**src/rtl/spi_rm_pkg.sv**
```systemverilog
package spi_rm_pkg;

    localparam int REG_AW      = 3;
    localparam int PRESC_W     = 8;
    localparam int PRESC_FLOOR = 16;

    localparam logic [REG_AW-1:0] A_CTRL   = 3'd0;
    localparam logic [REG_AW-1:0] A_CFG    = 3'd1;
    localparam logic [REG_AW-1:0] A_TXD    = 3'd2;
    localparam logic [REG_AW-1:0] A_RXD    = 3'd3;
    localparam logic [REG_AW-1:0] A_CAUSE  = 3'd4;
    localparam logic [REG_AW-1:0] A_MASK   = 3'd5;
    localparam logic [REG_AW-1:0] A_TIMING = 3'd6;

    localparam logic [1:0] SAMPLE_LATE = 2'd2;

    typedef enum logic [2:0] {
        ST_IDLE,
        ST_LEAD,
        ST_TRAIL,
        ST_DRAIN,
        ST_LAND
    } xfer_state_e;

endpackage

```
**src/rtl/spi_rm_regs.sv**
```systemverilog
module spi_rm_regs
    import spi_rm_pkg::*;
#(
    parameter int NUM_CS = 4,
    parameter int BYTE_W = 8
) (
    input  logic                      clk,
    input  logic                      rst_n,
    input  logic                      wr,
    input  logic [REG_AW-1:0]         addr,
    input  logic [31:0]               wdata,
    input  logic                      busy,
    input  logic                      land,
    input  logic [BYTE_W-1:0]         rx_byte,
    output logic [31:0]               rdata,
    output logic                      start,
    output logic [BYTE_W-1:0]         tx_byte,
    output logic [PRESC_W-1:0]        presc,
    output logic                      cpol,
    output logic                      cpha,
    output logic                      rx_lsb,
    output logic                      tx_lsb,
    output logic                      late_sample,
    output logic                      cs_act,
    output logic [$clog2(NUM_CS)-1:0] cs_sel,
    output logic                      done_flag,
    output logic                      mask_bit
);
    localparam int CS_W = $clog2(NUM_CS);
    localparam logic [PRESC_W-1:0] FLOOR = PRESC_W'(PRESC_FLOOR);

    logic [1:0]        xlen;
    logic [1:0]        tsel;
    logic [BYTE_W-1:0] rxd;

    assign start       = wr && (addr == A_TXD) && !busy;
    assign tx_byte     = wdata[BYTE_W-1:0];
    assign late_sample = (tsel == SAMPLE_LATE);

    always_ff @(posedge clk or negedge rst_n) begin
        if (!rst_n) begin
            cs_act    <= 1'b0;
            cs_sel    <= '0;
            presc     <= FLOOR;
            cpol      <= 1'b0;
            cpha      <= 1'b0;
            rx_lsb    <= 1'b0;
            tx_lsb    <= 1'b0;
            xlen      <= 2'd0;
            tsel      <= 2'd1;
            mask_bit  <= 1'b0;
            done_flag <= 1'b0;
            rxd       <= '0;
        end else begin
            if (wr) begin
                unique case (addr)
                    A_CTRL: begin
                        cs_act <= wdata[0];
                        cs_sel <= wdata[4 +: CS_W];
                    end
                    A_CFG: begin
                        presc  <= (wdata[PRESC_W-1:0] < FLOOR) ? FLOOR : wdata[PRESC_W-1:0];
                        cpol   <= wdata[8];
                        cpha   <= wdata[9];
                        rx_lsb <= wdata[10];
                        tx_lsb <= wdata[11];
                        xlen   <= wdata[13:12];
                    end
                    A_CAUSE: if (!wdata[0]) done_flag <= 1'b0;
                    A_MASK:   mask_bit <= wdata[0];
                    A_TIMING: tsel     <= wdata[1:0];
                    default: ;
                endcase
            end
            if (land) begin
                done_flag <= 1'b1;
                rxd       <= rx_byte;
            end
        end
    end

    always_comb begin
        rdata = '0;
        unique case (addr)
            A_CTRL:   rdata = 32'(cs_act) | (32'(busy) << 1) | (32'(cs_sel) << 4);
            A_CFG:    rdata = 32'(presc) | (32'(cpol) << 8) | (32'(cpha) << 9)
                            | (32'(rx_lsb) << 10) | (32'(tx_lsb) << 11) | (32'(xlen) << 12);
            A_RXD:    rdata = 32'(rxd);
            A_CAUSE:  rdata = 32'(done_flag);
            A_MASK:   rdata = 32'(mask_bit);
            A_TIMING: rdata = 32'(tsel);
            default:  rdata = '0;
        endcase
    end

endmodule

```
**src/rtl/spi_rm_engine.sv**
```systemverilog
module spi_rm_engine
    import spi_rm_pkg::*;
#(
    parameter int BYTE_W = 8
) (
    input  logic               clk,
    input  logic               rst_n,
    input  logic               start,
    input  logic [BYTE_W-1:0]  tx_byte,
    input  logic               cpol,
    input  logic               cpha,
    input  logic               tx_lsb,
    input  logic               rx_lsb,
    input  logic               late_sample,
    input  logic [PRESC_W-1:0] presc,
    input  logic               miso,
    output logic               busy,
    output logic               land,
    output logic [BYTE_W-1:0]  rx_byte,
    output logic               sck,
    output logic               mosi
);
    localparam int BIT_W = $clog2(BYTE_W);
    localparam logic [BIT_W-1:0]   LAST_BIT = BIT_W'(BYTE_W - 1);
    localparam logic [PRESC_W-1:0] FLOOR    = PRESC_W'(PRESC_FLOOR);

    xfer_state_e state, nxt;

    logic [PRESC_W-1:0] hcnt, half_len;
    logic [BIT_W-1:0]   bitcnt;
    logic [BYTE_W-1:0]  txq, rxq, tx_rev, rx_rev;
    logic               half_end, last_bit, samp_now, samp_d, take;
    logic               sck_q, mosi_q;

    for (genvar i = 0; i < BYTE_W; i++) begin : g_rev
        assign tx_rev[i] = tx_byte[BYTE_W-1-i];
        assign rx_rev[i] = rxq[BYTE_W-1-i];
    end

    assign half_len = presc - FLOOR;
    assign half_end = (hcnt == half_len);
    assign last_bit = (bitcnt == LAST_BIT);
    assign samp_now = half_end && (((state == ST_LEAD) && !cpha) || ((state == ST_TRAIL) && cpha));
    assign take     = late_sample ? samp_d : samp_now;

    always_ff @(posedge clk or negedge rst_n) begin
        if (!rst_n) state <= ST_IDLE;
        else        state <= nxt;
    end

    always_comb begin
        nxt = state;
        unique case (state)
            ST_IDLE:  if (start) nxt = ST_LEAD;
            ST_LEAD:  if (half_end) nxt = ST_TRAIL;
            ST_TRAIL: if (half_end) nxt = last_bit ? ST_DRAIN : ST_LEAD;
            ST_DRAIN: nxt = ST_LAND;
            ST_LAND:  nxt = ST_IDLE;
            default:  nxt = ST_IDLE;
        endcase
    end

    always_ff @(posedge clk or negedge rst_n) begin
        if (!rst_n) begin
            hcnt   <= '0;
            bitcnt <= '0;
            txq    <= '0;
            rxq    <= '0;
            samp_d <= 1'b0;
            sck_q  <= 1'b0;
            mosi_q <= 1'b0;
        end else begin
            samp_d <= samp_now;
            if (take) rxq <= {rxq[BYTE_W-2:0], miso};
            unique case (state)
                ST_IDLE: begin
                    sck_q  <= cpol;
                    hcnt   <= '0;
                    bitcnt <= '0;
                    if (start) begin
                        txq <= tx_lsb ? tx_rev : tx_byte;
                        if (!cpha) mosi_q <= tx_lsb ? tx_byte[0] : tx_byte[BYTE_W-1];
                    end
                end
                ST_LEAD: begin
                    if (half_end) begin
                        hcnt  <= '0;
                        sck_q <= ~cpol;
                        if (cpha) mosi_q <= txq[BYTE_W-1];
                    end else begin
                        hcnt <= hcnt + 1'b1;
                    end
                end
                ST_TRAIL: begin
                    if (half_end) begin
                        hcnt   <= '0;
                        sck_q  <= cpol;
                        bitcnt <= bitcnt + 1'b1;
                        txq    <= {txq[BYTE_W-2:0], 1'b0};
                        if (!cpha && !last_bit) mosi_q <= txq[BYTE_W-2];
                    end else begin
                        hcnt <= hcnt + 1'b1;
                    end
                end
                ST_DRAIN: ;
                ST_LAND:  ;
                default:  ;
            endcase
        end
    end

    assign busy    = (state != ST_IDLE);
    assign land    = (state == ST_LAND);
    assign rx_byte = rx_lsb ? rx_rev : rxq;
    assign sck     = sck_q;
    assign mosi    = mosi_q;

endmodule

```
**src/rtl/spi_regmaster.sv**
```systemverilog
module spi_regmaster
    import spi_rm_pkg::*;
#(
    parameter int NUM_CS = 4,
    parameter int BYTE_W = 8
) (
    input  logic                clk,
    input  logic                rst_n,
    input  logic                reg_valid,
    output logic                reg_ready,
    input  logic                reg_we,
    input  logic [REG_AW-1:0]   reg_addr,
    input  logic [31:0]         reg_wdata,
    output logic [31:0]         reg_rdata,
    output logic                irq,
    output logic                spi_sck,
    output logic                spi_mosi,
    input  logic                spi_miso,
    output logic [NUM_CS-1:0]   spi_cs_n
);
    localparam int CS_W = $clog2(NUM_CS);

    logic               start, busy, land;
    logic [BYTE_W-1:0]  tx_byte, rx_byte;
    logic [PRESC_W-1:0] cfg_presc;
    logic               cfg_cpol, cfg_cpha, cfg_rx_lsb, cfg_tx_lsb, late_sample;
    logic               cs_act, done_flag, mask_bit;
    logic [CS_W-1:0]    cs_sel;

    assign reg_ready = 1'b1;

    spi_rm_regs #(.NUM_CS(NUM_CS), .BYTE_W(BYTE_W)) u_regs (
        .clk(clk), .rst_n(rst_n),
        .wr(reg_valid && reg_we), .addr(reg_addr), .wdata(reg_wdata),
        .busy(busy), .land(land), .rx_byte(rx_byte), .rdata(reg_rdata),
        .start(start), .tx_byte(tx_byte), .presc(cfg_presc),
        .cpol(cfg_cpol), .cpha(cfg_cpha), .rx_lsb(cfg_rx_lsb), .tx_lsb(cfg_tx_lsb),
        .late_sample(late_sample), .cs_act(cs_act), .cs_sel(cs_sel),
        .done_flag(done_flag), .mask_bit(mask_bit)
    );

    spi_rm_engine #(.BYTE_W(BYTE_W)) u_engine (
        .clk(clk), .rst_n(rst_n), .start(start), .tx_byte(tx_byte),
        .cpol(cfg_cpol), .cpha(cfg_cpha), .tx_lsb(cfg_tx_lsb), .rx_lsb(cfg_rx_lsb),
        .late_sample(late_sample), .presc(cfg_presc), .miso(spi_miso),
        .busy(busy), .land(land), .rx_byte(rx_byte), .sck(spi_sck), .mosi(spi_mosi)
    );

    for (genvar i = 0; i < NUM_CS; i++) begin : g_cs
        assign spi_cs_n[i] = !(cs_act && (cs_sel == CS_W'(i)));
    end

    assign irq = done_flag & mask_bit;

endmodule

```
**config.mk**
```make
export PLATFORM = sky130hd
export DESIGN_NAME = spi_regmaster
export DESIGN_NICKNAME = d
export VERILOG_FILES = /design/src/rtl/spi_rm_pkg.sv /design/src/rtl/spi_rm_regs.sv /design/src/rtl/spi_rm_engine.sv /design/src/rtl/spi_regmaster.sv
export SDC_FILE = /design/constraint.sdc
export NUM_CORES = 1
export LEC_CHECK = 0
export ABC_AREA = 1
export ABC_CLOCK_PERIOD_IN_PS = 2100
export BUFFER_PORTS_ARGS = -buffer_cell sky130_fd_sc_hd__buf_2
export CELL_PAD_IN_SITES_DETAIL_PLACEMENT = 0
export CELL_PAD_IN_SITES_GLOBAL_PLACEMENT = 2
export CORE_ASPECT_RATIO = 1.2
export CORE_MARGIN = 4
export CORE_UTILIZATION = 32
export CTS_BUF_LIST = sky130_fd_sc_hd__clkbuf_2
export DETAILED_ROUTE_END_ITERATION = 8
export PLACE_DENSITY_LB_ADDON = 0.1
export SLEW_MARGIN = 15
export SYNTH_ARGS = -nofsm -noshare
export SYNTH_HDL_FRONTEND = slang
export SYNTH_SLANG_ARGS = --single-unit
```
**constraint.sdc**
```tcl
create_clock -name clk -period 2.1 [get_ports clk]
set_input_delay 0.105 -clock clk [delete_from_list [all_inputs] [get_ports clk]]
set_output_delay 0.105 -clock clk [all_outputs]
set_load 0.01 [all_outputs]
```
== Word level (Yosys, flattened, before mapping) ==
Index checks and enable logic that the tools add are counted.

* Output and inout port bits: 40
* Logic and storage cells: 127
* Input bits: 40
* Register bits after elaboration: 62

* Reduce and logical (&&, ||, !) cells: 39
* Bitwise logic cells: 9
* Eq/ne operators: 23
* Muxes and demuxes: 32
* $lt $le $gt $ge: 1
* Add/sub/neg operators: 3

{| class="wikitable"
|+ Operator list
! kind !! count
|-
| $pmux 32 s6 || 1
|-
| $mux 8 || 6
|-
| $or 32x10->32 || 1
|-
| $or 32x11->32 || 1
|-
| $or 32x12->32 || 1
|-
| $or 32x14->32 || 1
|-
| $or 32x6->32 || 1
|-
| $pmux 8 s2 || 2
|-
| $eq 3x3->1 const B || 5
|-
| $mux 1 || 14
|-
| $eq 3x2->1 const B || 4
|-
| $mux 3 || 4
|-
| $pmux 3 s4 || 1
|-
| $reduce_and 3->1 || 4
|-
| $logic_and 1x1->1 || 11
|-
| $reduce_and 2->1 || 5
|-
| $or 8x9->9 || 1
|-
| $add 8x1->8 const B || 1
|-
| $eq 8x8->1 || 1
|-
| $lt 8x5->1 const B || 1
|-
| $ne 2x2->1 const B || 4
|-
| $reduce_bool 2->1 || 4
|-
| $sub 8x5->8 const B || 1
|-
| $logic_not 1->1 || 7
|-
| other kinds (17) || 25
|}

== Longest topological paths before layout ==
Gate-level depths: netlist (run 1).

* Depth in word-level cells: 6
* Gate-level depth with buffers: 14
* Depth with buffers taken out: 13

== Cells and area by module ==
A second synthesis (run 1) with hierarchy kept.

* Cell total of the unflattened synthesis: 528
* Area, all modules: 3,817.4 sq um

{| class="wikitable"
|+ By module, submodules not included
! module !! seq. area each (sq um) !! instances !! area an instance (sq um) !! cells an instance
|-
| spi_rm_engine || 825.8 || 1 || 2,118.3 || 294
|-
| spi_rm_regs || 728.2 || 1 || 1,642.8 || 221
|-
| spi_regmaster || 0.0 || 1 || 56.3 || 13
|}

== Least setup slack after synthesis (run 1) ==
Ideal clock, no wire load.

* Path kind: reg-to-reg
* From: register u_regs.presc[4]
* To: register u_engine.mosi_q (netlist: u_engine.mosi)
* Setup slack: 0.268 ns
* Setup time: 0.117 ns
* Clock period less this slack: 1.832 ns
* Cell stages (with the launch flop): 15
* Buffers on the path: 1
* Required time: 1.983 ns
* Arrival time: 1.715 ns
* Cells stage by stage: dfstp_2 inv_1 ha_1 inv_1 nand2_1 nand2_1 nor2_2 inv_1 nor2_2 nand2_2 nand2_2 buf_6 nand3_2 nand2_1 nand2_1

* Longest elaborated chain between the ends: 4
* Elaborated cells between the ends (all ways): 5
* Those cells by class: add/sub (1); eq/ne (3); reduce/logical (1)

{| class="wikitable"
|+ Ends and longest elaborated chain
! element !! line !! RTL
|-
| start: declaration || spi_rm_regs.sv:18 || <nowiki>output logic [PRESC_W-1:0] presc,</nowiki>
|-
| start signal: assignment || spi_rm_regs.sv:62 || <nowiki>presc <= (wdata[PRESC_W-1:0] < FLOOR) ? FLOOR : wdata[PRESC_W-1:0];</nowiki>
|-
| $sub 8x5->8 * || spi_rm_engine.sv:40 || <nowiki>assign half_len = presc - FLOOR;</nowiki>
|-
| $eq 8x8->1 * || spi_rm_engine.sv:41 || <nowiki>assign half_end = (hcnt == half_len);</nowiki>
|-
| $ne 2x1->1 (no source line) || - ||
|-
| $reduce_and 7->1 (no source line) * || - ||
|-
| end signal: assignment || spi_rm_engine.sv:82 || <nowiki>if (!cpha) mosi_q <= tx_lsb ? tx_byte[0] : tx_byte[BYTE_W-1];</nowiki>
|-
| end signal: assignment || spi_rm_engine.sv:89 || <nowiki>if (cpha) mosi_q <= txq[BYTE_W-1];</nowiki>
|-
| end signal: assignment || spi_rm_engine.sv:100 || <nowiki>if (!cpha && !last_bit) mosi_q <= txq[BYTE_W-2];</nowiki>
|-
| end: declaration || spi_rm_engine.sv:33 || <nowiki>logic sck_q, mosi_q;</nowiki>
|}

Mark *: on every way between the ends. The rest lies on a longest branch, timed or not.
A chain may end at the register's enable or synchronous reset.

== Worst setup path after layout (run 1) ==
* From: register u_regs.presc[4]
* To: register u_engine.txq[4]

* Longest elaborated chain between the ends: 4

{| class="wikitable"
|+ Ends and longest elaborated chain
! element !! line !! RTL
|-
| $sub 8x5->8 || spi_rm_engine.sv:40 ||
|-
| $eq 8x8->1 || spi_rm_engine.sv:41 ||
|-
| $ne 2x1->1 (no source line) || - ||
|-
| $reduce_and 3->1 (no source line) || - ||
|-
| end signal: assignment || spi_rm_engine.sv:81 || <nowiki>txq <= tx_lsb ? tx_rev : tx_byte;</nowiki>
|-
| end signal: assignment || spi_rm_engine.sv:99 || <nowiki>txq <= {txq[BYTE_W-2:0], 1'b0};</nowiki>
|-
| end: declaration || spi_rm_engine.sv:31 || <nowiki>logic [BYTE_W-1:0] txq, rxq, tx_rev, rx_rev;</nowiki>
|}

No other way between the ends.

==> results of run 1 <==
-- how the worst max path moves through the flow --
stage,end,cells past startpoint,slack [ps],start
global placement,u_engine.txq[4],13,170,u_regs.presc[4]
detailed placement,u_engine.txq[0],13,160,u_regs.presc[4]
finish,u_engine.txq[4],13,150,u_regs.presc[4]
global route,u_engine.txq[4],13,-6,u_regs.presc[4]
floorplan,u_engine.mosi,14,270,u_regs.presc[4]
CTS,u_engine.txq[1],13,120,u_regs.presc[4]
-- metal layers --
metal | share of wire, % | wire length (um) | global-route usage [%]
met5 | 0 | 0 | 0
met4 | 1.0 | 102 | 4.68
met1 | 46 | 4500 | 19.7
met2 | 49 | 4790 | 26.5
met3 | 3.5 | 336 | 3.53
-- kinds of logic (layout without fill, tap and decap cells) --
logic type,Yosys count,after routing,synth area share [%]
AND/OR/NAND/NOR,235,235,29.7
flip-flops,62,62,43.3
adder cells (fa/ha/maj),4,4,1.39
other,2,19,0.209
AO/OA/AOI/OAI,70,70,12.0
buffers and inverters,87,147,11.5
XOR/XNOR,8,8,1.95
-- cell type report --
type                    count  share of cell area (%)
clock inverters             7                    1.28
clock buffers               9                    1.05
inverters                  57                    4.99
well taps                 132                    3.85
multi-input cells         336                    40.1
repair buffers             74                    12.5
flip-flops and latches     62                    36.2
-- synth_stat cells --
library cell,number
a211oi_1,1
a21oi_1,2
a21oi_2,1
a31oi_1,10
buf_2,3
buf_4,20
buf_6,1
clkbuf_1,6
clkinv_1,1
conb_1,2
dfrtp_1,60
dfstp_2,2
ha_1,4
inv_1,48
inv_2,8
nand2_1,140
nand2_2,3
nand2_4,2
nand3_1,35
nand3_2,4
nand3_4,2
nand4_1,10
nor2_1,28
nor2_2,3
nor2_4,2
nor3_1,4
nor3_2,2
o2111ai_1,2
o211ai_1,6
o21ai_0,34
o21ai_1,2
o21ai_2,1
o221ai_1,2
o22ai_1,8
o31ai_4,1
xnor2_1,2
xor2_1,6
-- sequential cells by signal, indices dropped and copies added (netlist names), 2 cells and up --
register	cells
u_engine.hcnt	8
u_engine.rxq	8
u_engine.txq	8
u_regs.presc	8
u_regs.rxd	8
u_engine.bitcnt	3
u_engine.state	3
u_regs.cs_sel	2
u_regs.tsel	2
u_regs.xlen	2
-- stage by stage --
stage,std cells,utilization [%],cell area (um2),setup TNS [ps]
after CTS,677,38.7,4260,0
final,677,39.0,4290,0
after global placement,642,36.1,3970,0
after global routing,677,39.0,4290,-6.51
after detailed placement,642,36.1,3970,0
after floorplan,485,-,3650,0
-- repair_timing --
item	CTS	global route
endpoints found under the setup margin	0	12
hold buffers	19	0
hold endpoints to repair	90	0
gates resized for setup	0	9
buffers inserted	0	0
-- power groups by stage --
stage,logic (mW),registers (mW),clock network [mW]
after floorplan,1.33,1.71,0
after global placement,1.83,1.77,0
after detailed placement,1.86,1.77,0
after CTS,1.89,1.75,0.739
after global routing,2.16,1.81,0.808
final,1.90,1.75,0.714
-- worst max-delay path, delay by kind of cell, from the launching register on --
kind          cells  cell delay [ps]
flops             1              570
buf+inv           3              140
fa+ha+maj         1              260
simple gates      9              870
==> impl_metrics.py, run 1 <==
metrics = {
    "finish": {
        "n_antenna_cell": 0,
        "fillers": 1177,
        "multi_input_area_mm2": 0.00172,
        "nets": 584,
        "layout_commonest_cell": "nand2_1",
        "register_area_mm2": 0.00155,
        "most-common-layout-cells": "nand2_1, dfrtp_1, inv_1",
        "syn_to_final_growth_pct": 19.4,
        "drive_gt1_share_pct": 19.4,
    },
    "floorplanning": {
        "io-pin-count": 80,
        "row_count": 42,
        "die_h_um": 124,
        "start_util_pct": 32.7,
        "die-width_um": 105,
        "die-area_mm2": 0.0130,
        "core_area_mm2": 0.0110,
    },
    "clock_tree": {
        "cts_root_buf": "clkbuf_2",
        "clock_sinks": 62,
        "cts_buffers": 9,
        "clockBufferDepth": 2,
        "cts_tree": "done",
        "clock_latency_ps": 510,
        "h-tree-depth": 3,
        "cts.clk_slew.worst_paths_ps": 190,
    },
    "critical_path": {
        "path_max_fanout": 8,
        "r2r_end": "u_engine.txq[4]",
        "rr_worst_depth": 13,
        "cpPeakStageDelay_ps": 570,
        "cpMostUsedCell": "nand2_1",
        "endpoint_kind": "flip-flop",
        "cp.required_ps": 2510,
        "ff2ff_setup_slack_ps": 150,
        "crit_chain": "inv_2, ha_4, inv_2, nand2_1, nand2_1, nor2_2, inv_1, nor2_2, nand2_2, nand2_4, nand3_4, nand2_1, nand2_1",
        "crit_type": "flip-flop to flip-flop",
        "cp.arrival_ps": 2360,
        "start_kind": "flip-flop",
        "slowest_stage": "dfstp_2",
        "r2r_start": "u_regs.presc[4]",
    },
    "placed_design": {
        "place_ws_ps": 156,
        "place.gp.congestion": 0.780,
        "io_buffers": 42,
        "place_hpwl_um": 7120,
    },
    "power_and_ir_drop": {
        "p_total_mw": 4.37,
        "power.switching_mw": 1.89,
        "ir_worst_vdd_v": 0.000422,
        "p_sw_share_pct": 43.2,
        "p_seq_share_pct": 40.2,
        "p_comb_share_pct": 43.5,
        "pwr_density_cell_mw_per_mm2": 1020,
        "p_int_mw": 2.48,
        "leakagePower_nw": 2.13,
        "power_frac_clock_pct": 16.3,
    },
    "worst_hold_path": {
        "holdCritStartpoint": "reg_valid",
        "holdPathStages": 4,
        "hold_end": "u_regs.mask_bit",
        "hold_path.class": "input pin to flip-flop",
    },
    "route": {
        "routed_wirelength_um": 9720,
        "first_pass_iters": 4,
        "vias": 3182,
        "drc_errors": 0,
        "ant_nets": 0,
        "drt_iter0_drc": 151,
        "vias_per_cell": 4.70,
        "wire_per_inst_um": 14.4,
    },
    "timing": {
        "min_period_over_period_pct": 92.9,
        "finalSetupViolations": 0,
        "timing.final.ws_setup_ps": 148,
        "finalMaxSlewViolations": 0,
        "worst_pin_slew_ps": 708,
        "layout_min_cycle_time_ps": 1950,
        "maxSlewHeadroom_pct": 52.8,
        "rsz0062_at_grt": "yes",
        "hold_viol": 0,
        "hold-worst-slack_ps": 27.1,
        "fin_worst_skew_ps": 23.5,
        "max_freq_ghz": 0.512,
    },
    "global_route": {
        "grt_max_degree": 63,
        "grt_pass1_vias": 3104,
        "globalRouteTotalUtil_pct": 15.5,
        "grt_pass1_wl_um": 15600,
        "grt-ovfl-total": 0,
        "antenna_found_initial": 0,
    },
    "logic_synthesis": {
        "synth_cells": 468,
        "ys_types": 37,
        "synth_top_area_share_pct": 41.8,
        "yosys_warnings": 0,
        "synth_seq_cells": 62,
        "syn_area_mm2": 0.00359,
        "avgSynthCellArea_um2": 7.67,
        "synthTopCellsByArea": "dfrtp_1, nand2_1, inv_1",
        "synth_top_cell_by_area": "dfrtp_1",
        "yosysSeqAreaShare_pct": 43.3,
    },
    "run": {
        "maxCapViolCount": 0,
    },
    "status": {
        "outcome": "complete, no violations",
    },
}
No activity file was read; power rests on OpenSTA's default activity.
==> run 2, diff against run 1 <==
--- a/config.mk
+++ b/config.mk
@@ -13,7 +13,7 @@
 export CORE_ASPECT_RATIO = 1.2
 export CORE_MARGIN = 4
 export CORE_UTILIZATION = 32
-export CTS_BUF_LIST = sky130_fd_sc_hd__clkbuf_2
+export CTS_BUF_LIST = sky130_fd_sc_hd__clkbuf_4
 export DETAILED_ROUTE_END_ITERATION = 8
 export PLACE_DENSITY_LB_ADDON = 0.1
 export SLEW_MARGIN = 15
==> run 2 against run 1 <==
Against the previous run: non-clock buffer count is 6 lower; power is 1.8% higher; fmax rose by 0.63%; sequential power barely moved; combinational power about the same; via count is 0.16% lower; cell count is 0.89% lower; sequential cell count unchanged; critical path depth unchanged; worst hold slack got worse by 12 ps; largest power group unchanged.
==> impl_metrics.py, run 2 (synthesis gave the netlist of run 1 again) <==
metrics = {
    "clock_tree": {
        "cts_buffers": 9,
        "cts_tree": "done",
        "clockBufferDepth": 2,
        "cts.clk_slew.worst_paths_ps": 110,
        "clock_latency_ps": 420,
        "cts_root_buf": "clkbuf_4",
        "clock_sinks": 62,
        "h-tree-depth": 3,
    },
    "route": {
        "wire_per_inst_um": 14.4,
        "drt_iter0_drc": 152,
        "dr.max_layer_used": "met4",
        "vias": 3177,
        "vias_per_cell": 4.73,
        "routed_wirelength_um": 9660,
        "ant_nets": 0,
        "first_pass_iters": 4,
        "wl_met2_um": 4760,
        "drc_errors": 0,
        "route.met3.wl_um": 358,
        "met1_length_um": 4430,
    },
    "timing": {
        "worst_pin_slew_ps": 730,
        "fin_tns_setup_ps": 0,
        "finalSetupViolations": 0,
        "min_period_over_period_pct": 92.4,
        "maxSlewHeadroom_pct": 51.4,
        "fin_worst_skew_ps": 12.4,
        "finalMaxSlewViolations": 0,
        "layout_min_cycle_time_ps": 1940,
        "hold_viol": 0,
        "rsz0062_at_grt": "no",
        "max_freq_ghz": 0.516,
    },
    "placed_design": {
        "place_hpwl_um": 7120,
        "io_buffers": 42,
        "place.gp.congestion": 0.780,
    },
    "critical_path": {
        "endpoint_kind": "flip-flop",
        "r2r_start": "u_regs.presc[4]",
        "start_kind": "flip-flop",
        "cpMostUsedCell": "nand2_1",
        "critPathTopFamily": "simple AND/OR/NAND/NOR gates",
        "cp.required_ps": 2410,
        "r2r_end": "u_engine.txq[4]",
        "slowest_stage": "dfstp_2",
        "ff2ff_setup_slack_ps": 160,
        "crit_type": "flip-flop to flip-flop",
        "cpPeakStageDelay_ps": 550,
        "path_max_fanout": 8,
        "crit_chain": "inv_2, ha_4, inv_2, nand2_1, nand2_1, nor2_2, inv_1, nor2_2, nand2_2, nand2_4, nand3_4, nand2_1, nand2_1",
        "rr_worst_depth": 13,
        "cp_num_buf_inv": 3,
        "cp.arrival_ps": 2250,
    },
    "finish": {
        "n_antenna_cell": 0,
        "most-common-layout-cells": "nand2_1, dfrtp_1, inv_1",
        "register_area_mm2": 0.00155,
        "drive_gt1_share_pct": 19.5,
        "nets": 578,
        "layout_commonest_cell": "nand2_1",
        "syn_to_final_growth_pct": 18.3,
        "multi_input_area_mm2": 0.00171,
        "fillers": 1177,
    },
    "global_route": {
        "grt_max_degree": 63,
        "grt-ovfl-total": 0,
        "grt_pass1_wl_um": 15500,
        "grt_pass1_vias": 3072,
        "antenna_found_initial": 0,
        "globalRouteTotalUtil_pct": 15.3,
    },
    "floorplanning": {
        "die-area_mm2": 0.0130,
        "row_count": 42,
        "die_h_um": 124,
        "core_area_mm2": 0.0110,
        "io-pin-count": 80,
        "die-width_um": 105,
        "start_util_pct": 32.7,
    },
    "power_and_ir_drop": {
        "pwr_density_cell_mw_per_mm2": 1050,
        "ir_worst_vdd_v": 0.000342,
        "p_total_mw": 4.45,
        "leakagePower_nw": 2.11,
    },
    "worst_hold_path": {
        "holdCritStartpoint": "reg_wdata[3]",
        "hold_path.class": "input pin to flip-flop",
        "hold_end": "u_regs.presc[3]",
        "holdPathStages": 3,
    },
    "run": {
        "maxCapViolCount": 0,
    },
    "status": {
        "outcome": "complete, no violations",
    },
}
run 2: area by class of cell:
class | count | share of cell area [%]
clock buffer | 9 | 1.59
clock inverter | 7 | 1.30
inverter | 57 | 5.04
multi-input combinational | 336 | 40.4
sequential | 62 | 36.6
tap | 132 | 3.89
timing repair buffer | 68 | 11.2
run 2: metrics by stage:
step           hold WS, ps  instances  area (um2)  setup slack [ps]  utilization, %
2_1_floorplan         -191        485        3650               268               -
3_3_place_gp           154        642        3970               172            36.1
3_5_place_dp           155        642        3970               156            36.1
4_1_cts               6.28        671        4220               125            38.4
5_1_grt               3.27        671        4250              5.00            38.7
6_report              15.3        671        4250               160            38.7
run 2: repair_timing:
action | 4_1_cts | 5_1_grt
hold endpoints to repair | 75 | 0
gates resized for setup | 0 | 8
hold buffers | 13 | 0
setup endpoints to repair | 0 | 9
buffers inserted | 0 | 0
run 2: tightest hold or removal path, stage by stage:
cell and delay (ps):
buf_2 140, nand3_1 90, o21ai_0 70
run 2: worst max path at each step:
stage	start	endpoint	slack, ps	cells past startpoint
final	u_regs.presc[4]	u_engine.txq[4]	160	13
after CTS	u_regs.presc[4]	u_engine.txq[0]	130	13
after global placement	u_regs.presc[4]	u_engine.txq[4]	170	13
after global routing	u_regs.presc[4]	u_engine.txq[4]	5	13
after floorplan	u_regs.presc[4]	u_engine.mosi	270	14
after detailed placement	u_regs.presc[4]	u_engine.txq[0]	160	13
run 2: per-layer routing:
layer  track usage (%)  vias to the layer above
li1                  -                     1625
met1              19.6                     1490
met2              26.2                       51
met3              3.32                       11
met4              4.92                        0
met5                 0                        -
run 2: power breakdown:
| part | switching, mW | leakage (nW) | total [mW] | internal (mW) |
|---|---|---|---|---|
| Combinational | 1.18 | 1.25 | 1.89 | 0.708 |
| Clock | 0.458 | 0.0696 | 0.801 | 0.344 |
| Sequential | 0.241 | 0.784 | 1.76 | 1.51 |
==> run 3, diff against run 2 <==
--- a/config.mk
+++ b/config.mk
@@ -12,11 +12,12 @@
 export CELL_PAD_IN_SITES_GLOBAL_PLACEMENT = 2
 export CORE_ASPECT_RATIO = 1.2
 export CORE_MARGIN = 4
-export CORE_UTILIZATION = 32
+export CORE_UTILIZATION = 31
 export CTS_BUF_LIST = sky130_fd_sc_hd__clkbuf_4
 export DETAILED_ROUTE_END_ITERATION = 8
-export PLACE_DENSITY_LB_ADDON = 0.1
+export PLACE_DENSITY = 0.85
 export SLEW_MARGIN = 15
 export SYNTH_ARGS = -nofsm -noshare
 export SYNTH_HDL_FRONTEND = slang
+export SYNTH_HIERARCHICAL = 1
 export SYNTH_SLANG_ARGS = --single-unit
==> run 3 against run 2 <==
Against the previous run: first-iteration DRC count unchanged; core utilization decreased by 2.1 points; design area increased by 3.8%; routed wire length increased by 3.6%; critical endpoint is now u_engine/txq[7]; global-route usage is 0.24 points lower; critical path depth did not move.
==> impl_metrics.py, run 3 <==
metrics = {
    "status": {
        "outcome": "complete, no violations",
    },
    "floorplanning": {
        "die-width_um": 109,
        "die_h_um": 130,
        "start_util_pct": 31.7,
        "core_area_mm2": 0.0121,
        "io-pin-count": 80,
        "die-area_mm2": 0.0142,
        "row_count": 44,
    },
    "clock_tree": {
        "clock_latency_ps": 420,
        "cts_tree": "done",
        "cts.clk_slew.worst_paths_ps": 110,
        "clock_sinks": 62,
        "postCtsSetupBuffers": 0,
        "cts_buffers": 9,
        "cts_root_buf": "clkbuf_4",
        "clockBufferDepth": 2,
        "h-tree-depth": 3,
    },
    "logic_synthesis": {
        "async_reset_ff_share_pct": 100,
        "synthTopCellsByArea": "dfrtp_1, nand2_1, buf_4",
        "synthXorXnorAreaFrac_pct": 1.84,
        "synthAdderAreaFrac_pct": 1.31,
        "ys.flop_type": "dfrtp_1",
        "yosys_warnings": 6,
        "synthTopCellsByCount": "nand2_1, dfrtp_1, inv_1",
        "synth_top_area_share_pct": 39.3,
        "avgSynthCellArea_um2": 7.23,
        "synth.area.mux_share_pct": 0,
        "yosys.area_share.simple_pct": 35.5,
        "synth_top_cell_by_area": "dfrtp_1",
        "yosysSeqAreaShare_pct": 40.7,
        "synth_seq_cells": 62,
        "synth_top_family_by_area": "simple AND/OR/NAND/NOR gates",
        "synth_compound_area_share_pct": 6.46,
        "synth.most_common_cell": "nand2_1",
        "synth_edf_count": 0,
        "syn_area_mm2": 0.00382,
        "synth_cells": 528,
        "ys_types": 34,
    },
    "route": {
        "first_pass_iters": 4,
        "routed_wirelength_um": 10000,
        "vias_per_cell": 4.53,
        "wl_met2_um": 4920,
        "wire_per_inst_um": 13.3,
        "met1_length_um": 4510,
        "drt_iter0_drc": 152,
        "drc_errors": 0,
        "ant_nets": 0,
        "dr.max_layer_used": "met4",
        "route.met3.wl_um": 470,
        "vias": 3405,
    },
    "critical_path": {
        "start_kind": "flip-flop",
        "path_max_fanout": 8,
        "crit_type": "flip-flop to flip-flop",
        "r2r_start": "u_regs/presc[4]",
        "slowest_stage": "dfstp_2",
        "rr_worst_depth": 13,
        "cp.required_ps": 2450,
        "cp.arrival_ps": 2280,
        "endpoint_kind": "flip-flop",
        "crit_chain": "inv_1, ha_1, inv_1, nand2_1, nand2_1, nor2_2, inv_1, nor2_2, nand2_2, nand2_4, buf_4, nand4_1, nand2_1",
        "ff2ff_setup_slack_ps": 170,
        "cpPeakStageDelay_ps": 540,
        "r2r_end": "u_engine/txq[7]",
    },
    "run": {
        "maxCapViolCount": 0,
    },
    "finish": {
        "most-common-layout-cells": "nand2_1, dfrtp_1, inv_1",
        "layout_commonest_cell": "nand2_1",
        "post-route-cell-area_mm2": 0.00441,
        "stdcell_count": 751,
        "drive_gt1_share_pct": 17.1,
        "n_antenna_cell": 0,
        "nets": 629,
        "syn_to_final_growth_pct": 15.5,
    },
    "timing": {
        "fin_worst_skew_ps": 19.4,
        "timing.final.ws_setup_ps": 169,
        "hold_viol": 0,
        "maxSlewHeadroom_pct": 60.0,
        "fin_tns_setup_ps": 0,
        "finalMaxSlewViolations": 0,
        "finalSetupViolations": 0,
        "min_period_over_period_pct": 92.0,
        "max_freq_ghz": 0.518,
        "layout_min_cycle_time_ps": 1930,
        "worst_pin_slew_ps": 598,
    },
    "placed_design": {
        "io_buffers": 42,
        "place_hpwl_um": 7680,
        "place_ws_ps": 106,
        "dp_cells": 719,
        "place_area_mm2": 0.00410,
        "place.gp.congestion": 0.795,
    },
    "global_route": {
        "antenna_found_initial": 0,
        "grt_pass1_wl_um": 16600,
        "grt-ovfl-total": 0,
        "grt_pass1_vias": 3407,
        "grt_max_degree": 29,
        "globalRouteTotalUtil_pct": 15.1,
    },
    "worst_hold_path": {
        "holdCritStartpoint": "reg_addr[2]",
        "holdPathStages": 4,
        "hold_end": "u_regs/done_flag",
        "hold_path.class": "input pin to flip-flop",
    },
    "power_and_ir_drop": {
        "leakagePower_nw": 2.30,
        "ir_worst_vdd_v": 0.000372,
        "pwr_density_cell_mw_per_mm2": 965,
    },
}
[run 3: changes by cell type after synthesis, moves of 3 or more]
| cell | change |
|---|---|
| nand2_1 | +43 |
| o21ai_0 | -13 |
| nand4_1 | +11 |
| buf_4 | +8 |
| inv_1 | +8 |
| nor2_1 | +6 |
| o211ai_1 | -6 |
| nor2_2 | +5 |
| a31oi_1 | -4 |
| buf_2 | +4 |
| a21oi_1 | +3 |
| clkbuf_1 | -3 |
| o21ai_1 | +3 |
[run 3: how the worst max path moves through the flow]
stage,to,slack (ps),from,depth (start not counted)
final,u_engine/txq[7],170,u_regs/presc[4],13
after global routing,u_engine/txq[7],-0.9,u_regs/presc[4],13
after floorplan,u_engine/sck,300,u_regs/presc[4],14
after CTS,u_engine/txq[5],90,u_regs/presc[4],13
after global placement,u_engine/txq[0],120,u_regs/presc[4],13
after detailed placement,u_engine/txq[5],110,u_regs/presc[4],13
[run 3: power breakdown]
group	internal [mW]	switching [mW]	total, mW
Combinational	0.652	1.06	1.71
Clock	0.363	0.437	0.800
Sequential	1.50	0.249	1.74
Total	2.51	1.75	4.26
[run 3: what timing repair did]
item,4_1_cts,5_1_grt
gates resized for setup,0,3
hold endpoints to repair,41,0
endpoints found under the setup margin,0,16
hold buffers,16,0
[run 3: layer usage]
layer	vias up	GRT usage (%)
li1	1745	-
met1	1584	19.2
met2	69	25.8
met3	7	3.14
met4	0	4.62
met5	-	0
[run 3: kinds of logic after synthesis]
logic type | after synthesis
compound gates | 45
xor+xnor | 8
fa+ha+maj | 4
other cells | 2
simple gates | 303
buf+inv | 104
flops | 62
[run 3: final cells by class]
class | instances | area [um2]
fill | 1300 | 7650
multi-input combinational | 379 | 1810
sequential | 62 | 1550
timing repair buffer | 71 | 480
inverter | 62 | 233
tap | 161 | 201
clock buffer | 10 | 75.1
clock inverter | 6 | 52.6
[run 3: metrics by stage]
step / power [mW] / hold slack (ps) / util (%)
6_report: 4.26 / 90.2 / 36.6
3_3_place_gp: 3.42 / 44.5 / 34.0
5_1_grt: 4.62 / 81.5 / 36.6
2_1_floorplan: 3.01 / -191 / -
3_5_place_dp: 3.45 / 45.5 / 34.0
4_1_cts: 4.28 / 72.9 / 36.4
[run 3: worst max-delay path: cells and delay by family (launching register included)]
family	cells	cell delay [ps]
adders and majority gates	1	290
and+or+nand+nor	8	710
buffers and inverters	4	320
DFF	1	540
